`src/rtl/sched_pkg.sv`:
```
package sched_pkg;
  typedef enum logic [1:0] {
    MODE_LQF  = 2'd0,
    MODE_RR   = 2'd1,
    MODE_RAND = 2'd2,
    MODE_ALT  = 2'd3
  } sched_mode_e;

  localparam int unsigned LFSR_W = 16;
  localparam logic [LFSR_W-1:0] LFSR_SEED = 16'hACE1;
  localparam logic [LFSR_W-1:0] LFSR_TAPS = 16'hB400;
endpackage

```
`src/rtl/lfsr_gen.sv`:
```
module lfsr_gen
  import sched_pkg::*;
(
  input  logic              clk_i,
  input  logic              rst_ni,
  output logic [LFSR_W-1:0] state_o
);
  logic [LFSR_W-1:0] q;
  logic              fb;

  assign fb = ^(q & LFSR_TAPS);

  always_ff @(posedge clk_i or negedge rst_ni) begin
    if (!rst_ni) q <= LFSR_SEED;
    else         q <= {q[LFSR_W-2:0], fb};
  end

  assign state_o = q;

  // a maximal sequence never reaches the all-zero lock state
  AST_LFSR_LIVE: assert property (@(posedge clk_i) disable iff (!rst_ni)
    q != '0);
endmodule

```
`src/rtl/lqf_pick.sv`:
```
module lqf_pick #(
  parameter int unsigned N_PORTS = 8,
  parameter int unsigned OCC_W   = 7,
  localparam int unsigned IDX_W  = $clog2(N_PORTS)
) (
  input  logic [N_PORTS*OCC_W-1:0] occ_i,
  output logic                     vld_o,
  output logic [IDX_W-1:0]         idx_o
);
  logic [OCC_W-1:0] best;

  // strict compare keeps the lowest index on ties
  always_comb begin
    best  = '0;
    idx_o = '0;
    for (int unsigned i = 0; i < N_PORTS; i++) begin
      if (occ_i[i*OCC_W +: OCC_W] > best) begin
        best  = occ_i[i*OCC_W +: OCC_W];
        idx_o = IDX_W'(i);
      end
    end
  end

  assign vld_o = (best != '0);
endmodule

```
`src/rtl/rot_pick.sv`:
```
module rot_pick #(
  parameter int unsigned N_PORTS = 8,
  localparam int unsigned IDX_W  = $clog2(N_PORTS)
) (
  input  logic [N_PORTS-1:0] req_i,
  input  logic [IDX_W-1:0]   start_i,
  output logic               vld_o,
  output logic [IDX_W-1:0]   idx_o
);
  always_comb begin
    vld_o = 1'b0;
    idx_o = '0;
    for (int unsigned k = 0; k < N_PORTS; k++) begin
      int unsigned j;
      j = (int'(start_i) + k) % N_PORTS;
      if (!vld_o && req_i[j]) begin
        vld_o = 1'b1;
        idx_o = IDX_W'(j);
      end
    end
  end
endmodule

```
`src/rtl/col_sched.sv`:
```
module col_sched
  import sched_pkg::*;
#(
  parameter int unsigned N_PORTS = 8,
  parameter int unsigned OCC_W   = 7,
  localparam int unsigned IDX_W  = $clog2(N_PORTS)
) (
  input  logic                     clk_i,
  input  logic                     rst_ni,
  input  logic [1:0]               mode_i,
  input  logic [N_PORTS*OCC_W-1:0] occ_i,
  output logic [N_PORTS-1:0]       gnt_oh_o,
  output logic [IDX_W-1:0]         gnt_idx_o,
  output logic                     gnt_vld_o
);
  logic [OCC_W-1:0]  occ_a [N_PORTS];
  logic [N_PORTS-1:0] nonempty;

  for (genvar g = 0; g < N_PORTS; g++) begin : g_lane
    assign occ_a[g]    = occ_i[g*OCC_W +: OCC_W];
    assign nonempty[g] = (occ_a[g] != '0);
  end

  logic             lqf_vld, rr_vld, rnd_vld;
  logic [IDX_W-1:0] lqf_idx, rr_idx, rnd_idx;
  logic [IDX_W-1:0] rr_ptr_q, rnd_start;
  logic [LFSR_W-1:0] lfsr_q;

  lqf_pick #(.N_PORTS(N_PORTS), .OCC_W(OCC_W)) u_lqf (
    .occ_i (occ_i),
    .vld_o (lqf_vld),
    .idx_o (lqf_idx)
  );

  rot_pick #(.N_PORTS(N_PORTS)) u_rr (
    .req_i   (nonempty),
    .start_i (rr_ptr_q),
    .vld_o   (rr_vld),
    .idx_o   (rr_idx)
  );

  lfsr_gen u_lfsr (
    .clk_i   (clk_i),
    .rst_ni  (rst_ni),
    .state_o (lfsr_q)
  );

  assign rnd_start = IDX_W'(lfsr_q % LFSR_W'(N_PORTS));

  rot_pick #(.N_PORTS(N_PORTS)) u_rnd (
    .req_i   (nonempty),
    .start_i (rnd_start),
    .vld_o   (rnd_vld),
    .idx_o   (rnd_idx)
  );

  always_comb begin
    unique case (sched_mode_e'(mode_i))
      MODE_RR: begin
        gnt_vld_o = rr_vld;
        gnt_idx_o = rr_idx;
      end
      MODE_RAND: begin
        gnt_vld_o = rnd_vld;
        gnt_idx_o = rnd_idx;
      end
      default: begin
        gnt_vld_o = lqf_vld;
        gnt_idx_o = lqf_idx;
      end
    endcase
  end

  for (genvar g = 0; g < N_PORTS; g++) begin : g_oh
    assign gnt_oh_o[g] = gnt_vld_o && (gnt_idx_o == IDX_W'(g));
  end

  always_ff @(posedge clk_i or negedge rst_ni) begin
    if (!rst_ni)                                      rr_ptr_q <= '0;
    else if (gnt_vld_o && mode_i == MODE_RR)          rr_ptr_q <= gnt_idx_o;
  end

  AST_WORK_CONSERVING: assert property (@(posedge clk_i) disable iff (!rst_ni)
    (|nonempty) |-> gnt_vld_o);
  AST_GNT_NONEMPTY: assert property (@(posedge clk_i) disable iff (!rst_ni)
    gnt_vld_o |-> occ_a[gnt_idx_o] != '0);
  AST_GNT_ONEHOT: assert property (@(posedge clk_i) disable iff (!rst_ni)
    $onehot0(gnt_oh_o) && ((|gnt_oh_o) == gnt_vld_o));
  AST_IDLE_ZERO: assert property (@(posedge clk_i) disable iff (!rst_ni)
    !gnt_vld_o |-> gnt_idx_o == '0 && nonempty == '0);
  AST_RR_STICK: assert property (@(posedge clk_i) disable iff (!rst_ni)
    $past(rst_ni) && mode_i == MODE_RR && $past(mode_i) == MODE_RR &&
    $past(gnt_vld_o) && occ_a[$past(gnt_idx_o)] != '0
    |-> gnt_idx_o == $past(gnt_idx_o));
  AST_PTR_HOLD: assert property (@(posedge clk_i) disable iff (!rst_ni)
    (!gnt_vld_o || mode_i != MODE_RR) |=> $stable(rr_ptr_q));

  for (genvar g = 0; g < N_PORTS; g++) begin : g_lqf_chk
    AST_LQF_MAX: assert property (@(posedge clk_i) disable iff (!rst_ni)
      (mode_i == MODE_LQF || mode_i == MODE_ALT) && gnt_vld_o |->
      (occ_a[g] <= occ_a[gnt_idx_o]) &&
      (IDX_W'(g) >= gnt_idx_o || occ_a[g] < occ_a[gnt_idx_o]));
  end
endmodule

```
`config.mk`:
```
export PLATFORM = sky130hd
export DESIGN_NAME = col_sched
export DESIGN_NICKNAME = d
export VERILOG_FILES = /design/src/rtl/sched_pkg.sv /design/src/rtl/lfsr_gen.sv /design/src/rtl/lqf_pick.sv /design/src/rtl/rot_pick.sv /design/src/rtl/col_sched.sv
export SDC_FILE = /design/constraint.sdc
export NUM_CORES = 1
export LEC_CHECK = 0
export BUFFER_PORTS_ARGS = -buffer_cell sky130_fd_sc_hd__buf_2
export CAP_MARGIN = 30
export CORE_MARGIN = 3
export CORE_UTILIZATION = 60
export DETAILED_ROUTE_END_ITERATION = 10
export HOLD_SLACK_MARGIN = 0.15
export MAX_ROUTING_LAYER = met4
export PLACE_DENSITY = 0.91
export SKIP_CTS_REPAIR_TIMING = 1
export SLEW_MARGIN = 20
export SYNTH_ARGS = -nofsm -noshare
export SYNTH_HDL_FRONTEND = slang
export SYNTH_SLANG_ARGS = --single-unit
```
`constraint.sdc`:
```
create_clock -name clk_i -period 15.7 [get_ports clk_i]
set_input_delay 0.785 -clock clk_i [delete_from_list [all_inputs] [get_ports clk_i]]
set_output_delay 0.785 -clock clk_i [all_outputs]
set_load 0.005 [all_outputs]
```
==> results of run 1 <==
[cells by family after synthesis]
family,count (synthesis),synth area share (%)
simple gates,220,23.7
xor+xnor,11,1.99
flops,19,10.0
compound gates,192,28.1
buf+inv,79,6.29
mux,57,16.5
fa+ha+maj,52,13.5
[Yosys cell counts (4+ instances only)]
cell type  number  share of area [%]
a31oi_1         6               0.78
o211ai_1        5               0.78
o21a_1         12                1.9
a21o_1         12                1.9
mux4_2         13                6.1
nor4_1          6               0.78
and2_1          6               0.78
a21oi_1        44                4.6
xnor2_1         6                1.1
nand4_1         9                1.2
o22ai_1        13                1.7
or4_1          13                2.0
mux2i_1        25                5.2
nand3_1        15                1.6
o31ai_1         5               0.78
dfstp_2         8                4.3
clkbuf_1       15                1.2
nand2_1        51                4.0
inv_1          49                3.8
mux2_2         14                3.3
clkinv_1        5               0.39
nor2b_1        10                1.3
nor2_1         57                4.4
or2_2           8                1.0
a211oi_1        5               0.78
o2111ai_1       7                1.3
o21ai_0        33                3.4
ha_1           52                 13
or3_1           5               0.65
nor3_1         14                1.4
dfrtp_1        11                5.7
xor2_1          5               0.91
buf_2           4               0.41
[registers in the layout (all words and copies together), names as in the netlist]
signal	count
rr_ptr_q	3
u_lfsr.state_o	16
[worst max path at each step]
stage,from,end,slack [ns],cells past startpoint
detailed placement,occ_i[9],gnt_oh_o[1],0.58,58
CTS,occ_i[9],gnt_oh_o[1],0.54,59
floorplan,occ_i[2],gnt_oh_o[0],2.18,58
finish,occ_i[9],gnt_oh_o[1],0.94,58
global placement,occ_i[9],gnt_oh_o[0],1.17,58
global route,occ_i[2],gnt_oh_o[1],-0.04,59
[routing by layer]
layer  wire (µm)  share of wire, %  GRT usage, %  vias up
li1            -                 -             -     2503
met1        5920                40          42.5     2514
met2        7110                49          54.8      281
met3        1220               8.3          3.44       42
met4         389               2.7          10.2        0
met5           0                 0             -        -
[final cells by class]
type | count | area [µm²]
Sequential cell | 19 | 485
Fill cell | 658 | 2440
Tap cell | 102 | 128
Timing Repair Buffer | 72 | 363
Multi-Input combinational cell | 532 | 4080
Inverter | 59 | 224
Clock buffer | 4 | 45.0
[power breakdown]
group | total [W] | switching (W) | internal (W)
combinational | 0.000730 | 0.000436 | 0.000294
clock | 0.0000320 | 0.0000140 | 0.0000180
sequential | 0.0000691 | 0.0000163 | 0.0000528
total | 0.000831 | 0.000466 | 0.000365
[through the flow]
step                instance area (µm²)  hold WS (ns)  util (%)  instances
global route                       5320         0.364      68.5        788
floorplan                          4830         0.331         -        630
finish                             5320         0.357      68.5        788
global placement                   5240         0.335      67.5        784
CTS                                5290         0.359      68.1        788
detailed placement                 5240         0.342      67.5        784
[worst reg2reg max path, delay by kind of cell, from the launching register on]
family | cells | cell delay, ns
mux | 3 | 0.84
compound gates | 4 | 1.12
buf+inv | 1 | 0.60
xor+xnor | 1 | 0.28
fa+ha+maj | 1 | 0.52
flops | 1 | 0.62
==> flow_summary.toml, run 1 <==
[worst_setup_path]
worst_setup_path_end_kind = "primary output"
crit_type = "in2out"
cp_top_family = "compound AO/OA/AOI/OAI gates"
rr_endpoint = "rr_ptr_q[2]"
reg2reg_from = "rr_ptr_q[0]"
crit_required_ns = 14.91
worstRegToRegCells = 10
crit_arrival_ns = 13.98
critPathLaunchType = "input port"
reg2reg_slack_ns = 11.61
critPathMaxFanout = 16
slowest_delay_ns = 0.44
crit_buf_inv = 5
critical_path.slowest_cell = "a2111oi_4"

[grt]
grt_overflow = 0
track_usage_pct = 33.1
grt_pass1_wl_mm = 23.6
grt_pass1_vias = 4923
antenna_found_initial = 0
grt_max_degree = 20

[sta]
layout_min_cycle_time_ns = 14.76
layout_setup_ws_ns = 0.935
fin_setup_tns_ns = 0
fmax_ghz = 0.0677
hold_violations = 0
setup-violations-final = 0
fin_crit_sh_pct = 94.0
drv_slew = 0
finalClockSkew_ns = 0.000476
worstMarginPinSlew_ns = 0.769
relSlewSlack_pct = 48.3

[clock_network]
cts_tree = "yes"
numCtsBuffers = 3
insertion_delay_ns = 0.25
cts_root_buffer = "clkbuf_8"
cts.sinks = 19
clkTransAtPathRegs_ns = 0.06
cts_max_level = 1
clk_path_buf_depth = 2

[route]
route.detailed.drc = 0
wl_per_cell_um = 18.6
via_per_inst = 6.78
num_vias = 5340
dr.pass1.iters = 5
drt-initial-drc-count = 407
routed_wl_mm = 14.6
ant_nets = 0

[pwr]
vdd_ir_drop_max_mv = 0.169
p_leak_nw = 2.38
finalPower_w = 0.000831
p_per_area_nw_per_um2 = 156

[hold_path]
min_to = "u_lfsr.state_o[15]"
hold_path_depth = 0
timing.hold.worst.class = "reg2reg"
min_from = "u_lfsr.state_o[14]"

[yosys]
syn-cell-area_um2 = 4830
syn-num-nets = 742
yosysSeqAreaShare_pct = 10.0
synth_flop_cell = "dfrtp_1"
ys_types = 82
yosysWarningCount = 0
synth_edf_count = 0
syn_area_per_cell_um2 = 7.67
ys_ff_latch = 19
async_flop_share_pct = 100
syn_inst = 630

[placement]
portBuffers = 71
gp_congestion = 1.04
hpwl_mm = 12.1
pre_cts_ws_ns = 0.578

[finish]
most-common-layout-cells = "buf_2, nor2_1, ha_1"
finish.net_count = 799
n_antenna_cell = 0
area_delta_synth_final_pct = 10.1
layout_commonest_cell = "buf_2"
drive_above_1_share_pct = 22.0

[floorplanning]
io_pins = 72
fp-row-count = 32
start_util_pct = 62.2
die_y_um = 95.8
dieArea_um2 = 9170
coreArea_um2 = 7770
fp.dieW_um = 95.8

[run]
cap_violations = 0

[status]
outcome = "completed"
Power figures use the tool's default switching activity.
==> inputs of run 2 (changes only) <==
Settings changed: PLACE_DENSITY 0.91 to 0.83.
==> run 2 against run 1 <==
  * Wire length shrank 4.3%
  * Critical path depth unchanged
  * Fmax up 1.5%
  * Sequential share of layout area barely moved
  * Worst hold slack worse by 0.0015 ns
  * Via count down 0.90%
  * Worst setup slack improved by 0.22 ns
  * Design area grew 0.14%
  * Clock-buffer cell count shrank 1
  * Sequential cell count did not move
==> flow_summary.toml, run 2 (synthesis gave the netlist of run 1 again) <==
[status]
outcome = "completed"

[sta]
setup-violations-final = 0
drv_slew = 0
layout_min_cycle_time_ns = 14.55
worstMarginPinSlew_ns = 0.863
hold_violations = 0
fin_crit_sh_pct = 92.7
finalHoldWorstSlack_ns = 0.355
relSlewSlack_pct = 42.0
layout_setup_ws_ns = 1.15
finalClockSkew_ns = 0.00230
fmax_ghz = 0.0687

[pwr]
comb_power_share_pct = 87.9
seq_power_share_pct = 8.3
p_leak_nw = 2.38
vdd_ir_drop_max_mv = 0.140
swShare_pct = 55.8
power_frac_clock_pct = 3.9
p_int_w = 0.000365
finalPower_w = 0.000826
p_per_area_nw_per_um2 = 155
power.switching_w = 0.000461

[finish]
area_delta_synth_final_pct = 10.3
drive_above_1_share_pct = 22.3
most-common-layout-cells = "buf_2, nor2_1, ha_1"
fill_cells = 687
n_antenna_cell = 0
largest_reg_flops = 16
layout_commonest_cell = "buf_2"
finish.net_count = 799

[route]
wl_per_cell_um = 17.8
routed_wl_mm = 14.0
via_per_inst = 6.72
dr.pass1.iters = 5
ant_nets = 0
route.detailed.drc = 0
num_vias = 5292
drt-initial-drc-count = 423

[hold_path]
timing.hold.worst.class = "reg2reg"
hold_path_depth = 0

[placement]
hpwl_mm = 11.7
portBuffers = 71
gp_congestion = 1.04
pre_cts_ws_ns = 0.491

[clock_network]
clkTransAtPathRegs_ns = 0.07
cts.sinks = 19
cts_root_buffer = "clkbuf_8"
cts_max_level = 1
numCtsBuffers = 3
clk_path_buf_depth = 2
insertion_delay_ns = 0.25
cts_tree = "yes"

[grt]
antenna_found_initial = 0
track_usage_pct = 31.1
grt_overflow = 0
grt_max_degree = 20
grt_pass1_wl_mm = 22.5
grt_pass1_vias = 4873

[worst_setup_path]
crit_required_ns = 14.91
critPathMaxFanout = 16
critPathLaunchType = "input port"
crit_type = "in2out"
worstRegToRegCells = 10
slowest_delay_ns = 0.45
critical_path.slowest_cell = "nor3_1"
worst_setup_path_end_kind = "primary output"
cpMostUsedCell = "ha_1"
crit_arrival_ns = 13.76

[floorplanning]
io_pins = 72
fp.dieW_um = 95.8
die_y_um = 95.8
fp-row-count = 32
coreArea_um2 = 7770
start_util_pct = 62.2
dieArea_um2 = 9170

[run]
cap_violations = 0
==> run 2: cell types whose count changed in the layout (fill, tap and decap cells not counted), sizes merged <==
cell    previous run  this run
clkbuf             4         3
clkinv             7         8
==> run 2: worst paths after layout <==
path | from | to | slack (ns)
worst max-delay path | occ_i[6] | gnt_oh_o[6] | 1.15
worst min-delay path | u_lfsr.state_o[9] | u_lfsr.state_o[10] | 0.36
worst max register to register | rr_ptr_q[0] | rr_ptr_q[2] | 11.67
worst min register to register | u_lfsr.state_o[9] | u_lfsr.state_o[10] | 0.36
max in group asynchronous | rst_ni | u_lfsr.state_o[0] | 14.94
min in group asynchronous | rst_ni | u_lfsr.state_o[8] | 0.45
==> run 2: final cells by class <==
cell class | instances | area [µm²] | share of cell area, %
clock buffers | 3 | 41.3 | 0.774
clock inverters | 1 | 5.00 | 0.0939
inverters | 59 | 224 | 4.20
multi-input cells | 532 | 4090 | 76.6
flip-flops and latches | 19 | 485 | 9.11
well taps | 102 | 128 | 2.39
repair buffers | 72 | 363 | 6.81
==> run 2: routing by layer <==
metal | GRT usage (%) | routed length, µm | vias up
li1 | - | - | 2505
met1 | 41.3 | 5880 | 2438
met3 | 2.58 | 1100 | 44
met2 | 49.7 | 6480 | 305
met5 | - | 0 | -
met4 | 11.5 | 533 | 0
==> run 2: power groups by stage <==
stage | Clock (W) | Combinational, W | Sequential [W]
global route | 0.0000356 | 0.000802 | 0.0000696
CTS | 0.0000330 | 0.000697 | 0.0000678
global placement | 0 | 0.000674 | 0.0000688
floorplan | 0 | 0.000550 | 0.0000561
finish | 0.0000320 | 0.000726 | 0.0000684
detailed placement | 0 | 0.000693 | 0.0000687
==> run 2: per-stage QoR <==
step	TNS [ns]	std cells	area, µm²	util [%]
after floorplan	0	630	4830	-
after global placement	0	784	5240	67.5
after detailed placement	0	784	5240	67.5
after CTS	0	788	5290	68.1
after global routing	-0.0479	788	5330	68.6
final	0	788	5330	68.6
==> run 2: critical path, delay by kind of cell <==
| kind | cells | cell delay, ns |
|---|---|---|
| AND/OR/NAND/NOR | 9 | 1.83 |
| multiplexers | 5 | 1.76 |
| adder cells (fa/ha/maj) | 7 | 1.97 |
| buffers and inverters | 6 | 0.67 |
| AO/OA/AOI/OAI | 31 | 6.69 |
==> inputs of run 3 (changes only) <==
Settings changed: BUFFER_PORTS_ARGS -buffer_cell sky130_fd_sc_hd__buf_2 to default, CORE_UTILIZATION 60 to 62, DONT_BUFFER_PORTS from default to 1, PLACE_DENSITY 0.83 to 0.78.
==> run 3 against run 2 <==
  * Non-clock buffer count is 70 lower
  * Clock-buffer cell count unchanged
  * Core utilization shrank 1.6 points
==> flow_summary.toml, run 3 (synthesis gave the netlist of run 1 again) <==
[clock_network]
cts.sinks = 19
clkTransAtPathRegs_ns = 0.07
numCtsBuffers = 3
clk_path_buf_depth = 2
insertion_delay_ns = 0.25
cts_tree = "yes"
cts_max_level = 1
cts_root_buffer = "clkbuf_8"

[grt]
grt_pass1_vias = 4756
grt_overflow = 0
track_usage_pct = 32.1
grt_max_degree = 20
grt_pass1_wl_mm = 22.5
antenna_found_initial = 0

[floorplanning]
start_util_pct = 65.2
fp.dieW_um = 94.3
io_pins = 72
fp-row-count = 31
dieArea_um2 = 8890
die_y_um = 94.3
coreArea_um2 = 7410

[worst_setup_path]
critical_path.slowest_cell = "a2111oi_4"
worst_setup_path_end_kind = "primary output"
crit_arrival_ns = 13.84
cpMostUsedCell = "ha_1"
crit_required_ns = 14.91
crit_type = "in2out"
slowest_delay_ns = 0.57
critPathMaxFanout = 16
critPathLaunchType = "input port"

[pwr]
p_leak_nw = 2.10
finalPower_w = 0.000793
p_per_area_nw_per_um2 = 160
vdd_ir_drop_max_mv = 0.126

[finish]
fill_cells = 618
n_antenna_cell = 0
largest_reg_flops = 16
layout_commonest_cell = "nor2_1"
fin_area_um2 = 4960
area_delta_synth_final_pct = 2.72
most-common-layout-cells = "nor2_1, ha_1, nand2_1"
drive_above_1_share_pct = 13.3
finish.net_count = 729
stdcell_count = 715

[route]
dr.pass1.iters = 5
route.detailed.drc = 0
routed_wl_mm = 13.9
num_vias = 4972
via_per_inst = 6.95
drt-initial-drc-count = 462
ant_nets = 0
wl_per_cell_um = 19.4

[sta]
fmax_ghz = 0.0684
worstMarginPinSlew_ns = 0.812
fin_crit_sh_pct = 93.2
relSlewSlack_pct = 45.4
hold_violations = 0
fin_setup_tns_ns = 0
rsz0062_at_grt = "no"
drv_slew = 0
finalClockSkew_ns = 0.00656
setup-violations-final = 0
layout_min_cycle_time_ns = 14.63

[status]
outcome = "completed"

[placement]
hpwl_mm = 11.4
dp.cells = 711
gp_congestion = 0.969
place_area_um2 = 4890
portBuffers = 0

[hold_path]
timing.hold.worst.class = "in2async"

[run]
cap_violations = 0
==> run 3: cell count changes in the layout (fill, tap and decap cells not counted) <==
cell and delta:
o31ai_4 -1, o2111ai_2 -1, o2111ai_1 +1, buf_4 +1, buf_2 -71, o31ai_2 +1
==> run 3: through the flow <==
| stage | utilization (%) | worst slack, ns | hold WS [ns] |
|---|---|---|---|
| floorplan | - | 2.18 | 0.331 |
| global placement | 66.0 | 1.02 | 0.338 |
| detailed placement | 66.0 | 0.595 | 0.342 |
| CTS | 66.7 | 0.553 | 0.216 |
| global route | 67.0 | 0.00896 | 0.210 |
| finish | 67.0 | 1.07 | 0.221 |
==> run 3: path summary, 6_finish.rpt <==
path | startpoint | endpoint | slack [ns] | cells past startpoint
setup / recovery | occ_i[6] | gnt_oh_o[7] | 1.07 | 57
hold / removal | rst_ni | u_lfsr.state_o[1] | 0.22 | 0
setup reg to reg | rr_ptr_q[0] | rr_ptr_q[0] | 11.71 | 10
hold reg to reg | u_lfsr.state_o[3] | u_lfsr.state_o[4] | 0.35 | 0
max in group asynchronous | rst_ni | u_lfsr.state_o[10] | 15.30 | 0
min in group clk_i | u_lfsr.state_o[3] | u_lfsr.state_o[4] | 0.35 | 0
==> run 3: power by group <==
| part | leakage [nW] | switching [W] | internal, W |
|---|---|---|---|
| logic | 1.84 | 0.000414 | 0.000278 |
| registers | 0.229 | 0.0000156 | 0.0000528 |
| clock network | 0.0255 | 0.0000145 | 0.0000176 |
| total | 2.10 | 0.000444 | 0.000348 |
==> run 3: metal layers <==
metal | vias to the layer above | GRT usage (%) | share of wire [%]
met5 | - | - | 0
met4 | 0 | 11.1 | 3.4
met3 | 48 | 4.81 | 8.5
met2 | 252 | 52.9 | 47
met1 | 2307 | 40.2 | 41
li1 | 2365 | - | -
==> run 3: worst max-delay path: cells and delay by family <==
kind | cells | cell delay [ns]
AOI/OAI and AO/OA | 31 | 7.20
adders and majority gates | 7 | 2.05
and+or+nand+nor | 10 | 1.73
muxes | 5 | 1.61
buffers and inverters | 4 | 0.43
==> run 3: layout make-up <==
cell class                 count  area, µm²  area share, %
multi-input combinational    532       4070           82.0
sequential                    19        485           9.78
inverter                      59        224           4.51
tap                           99        124           2.49
clock buffer                   3       41.3          0.832
timing repair buffer           2       15.0          0.302
clock inverter                 1       5.00          0.101
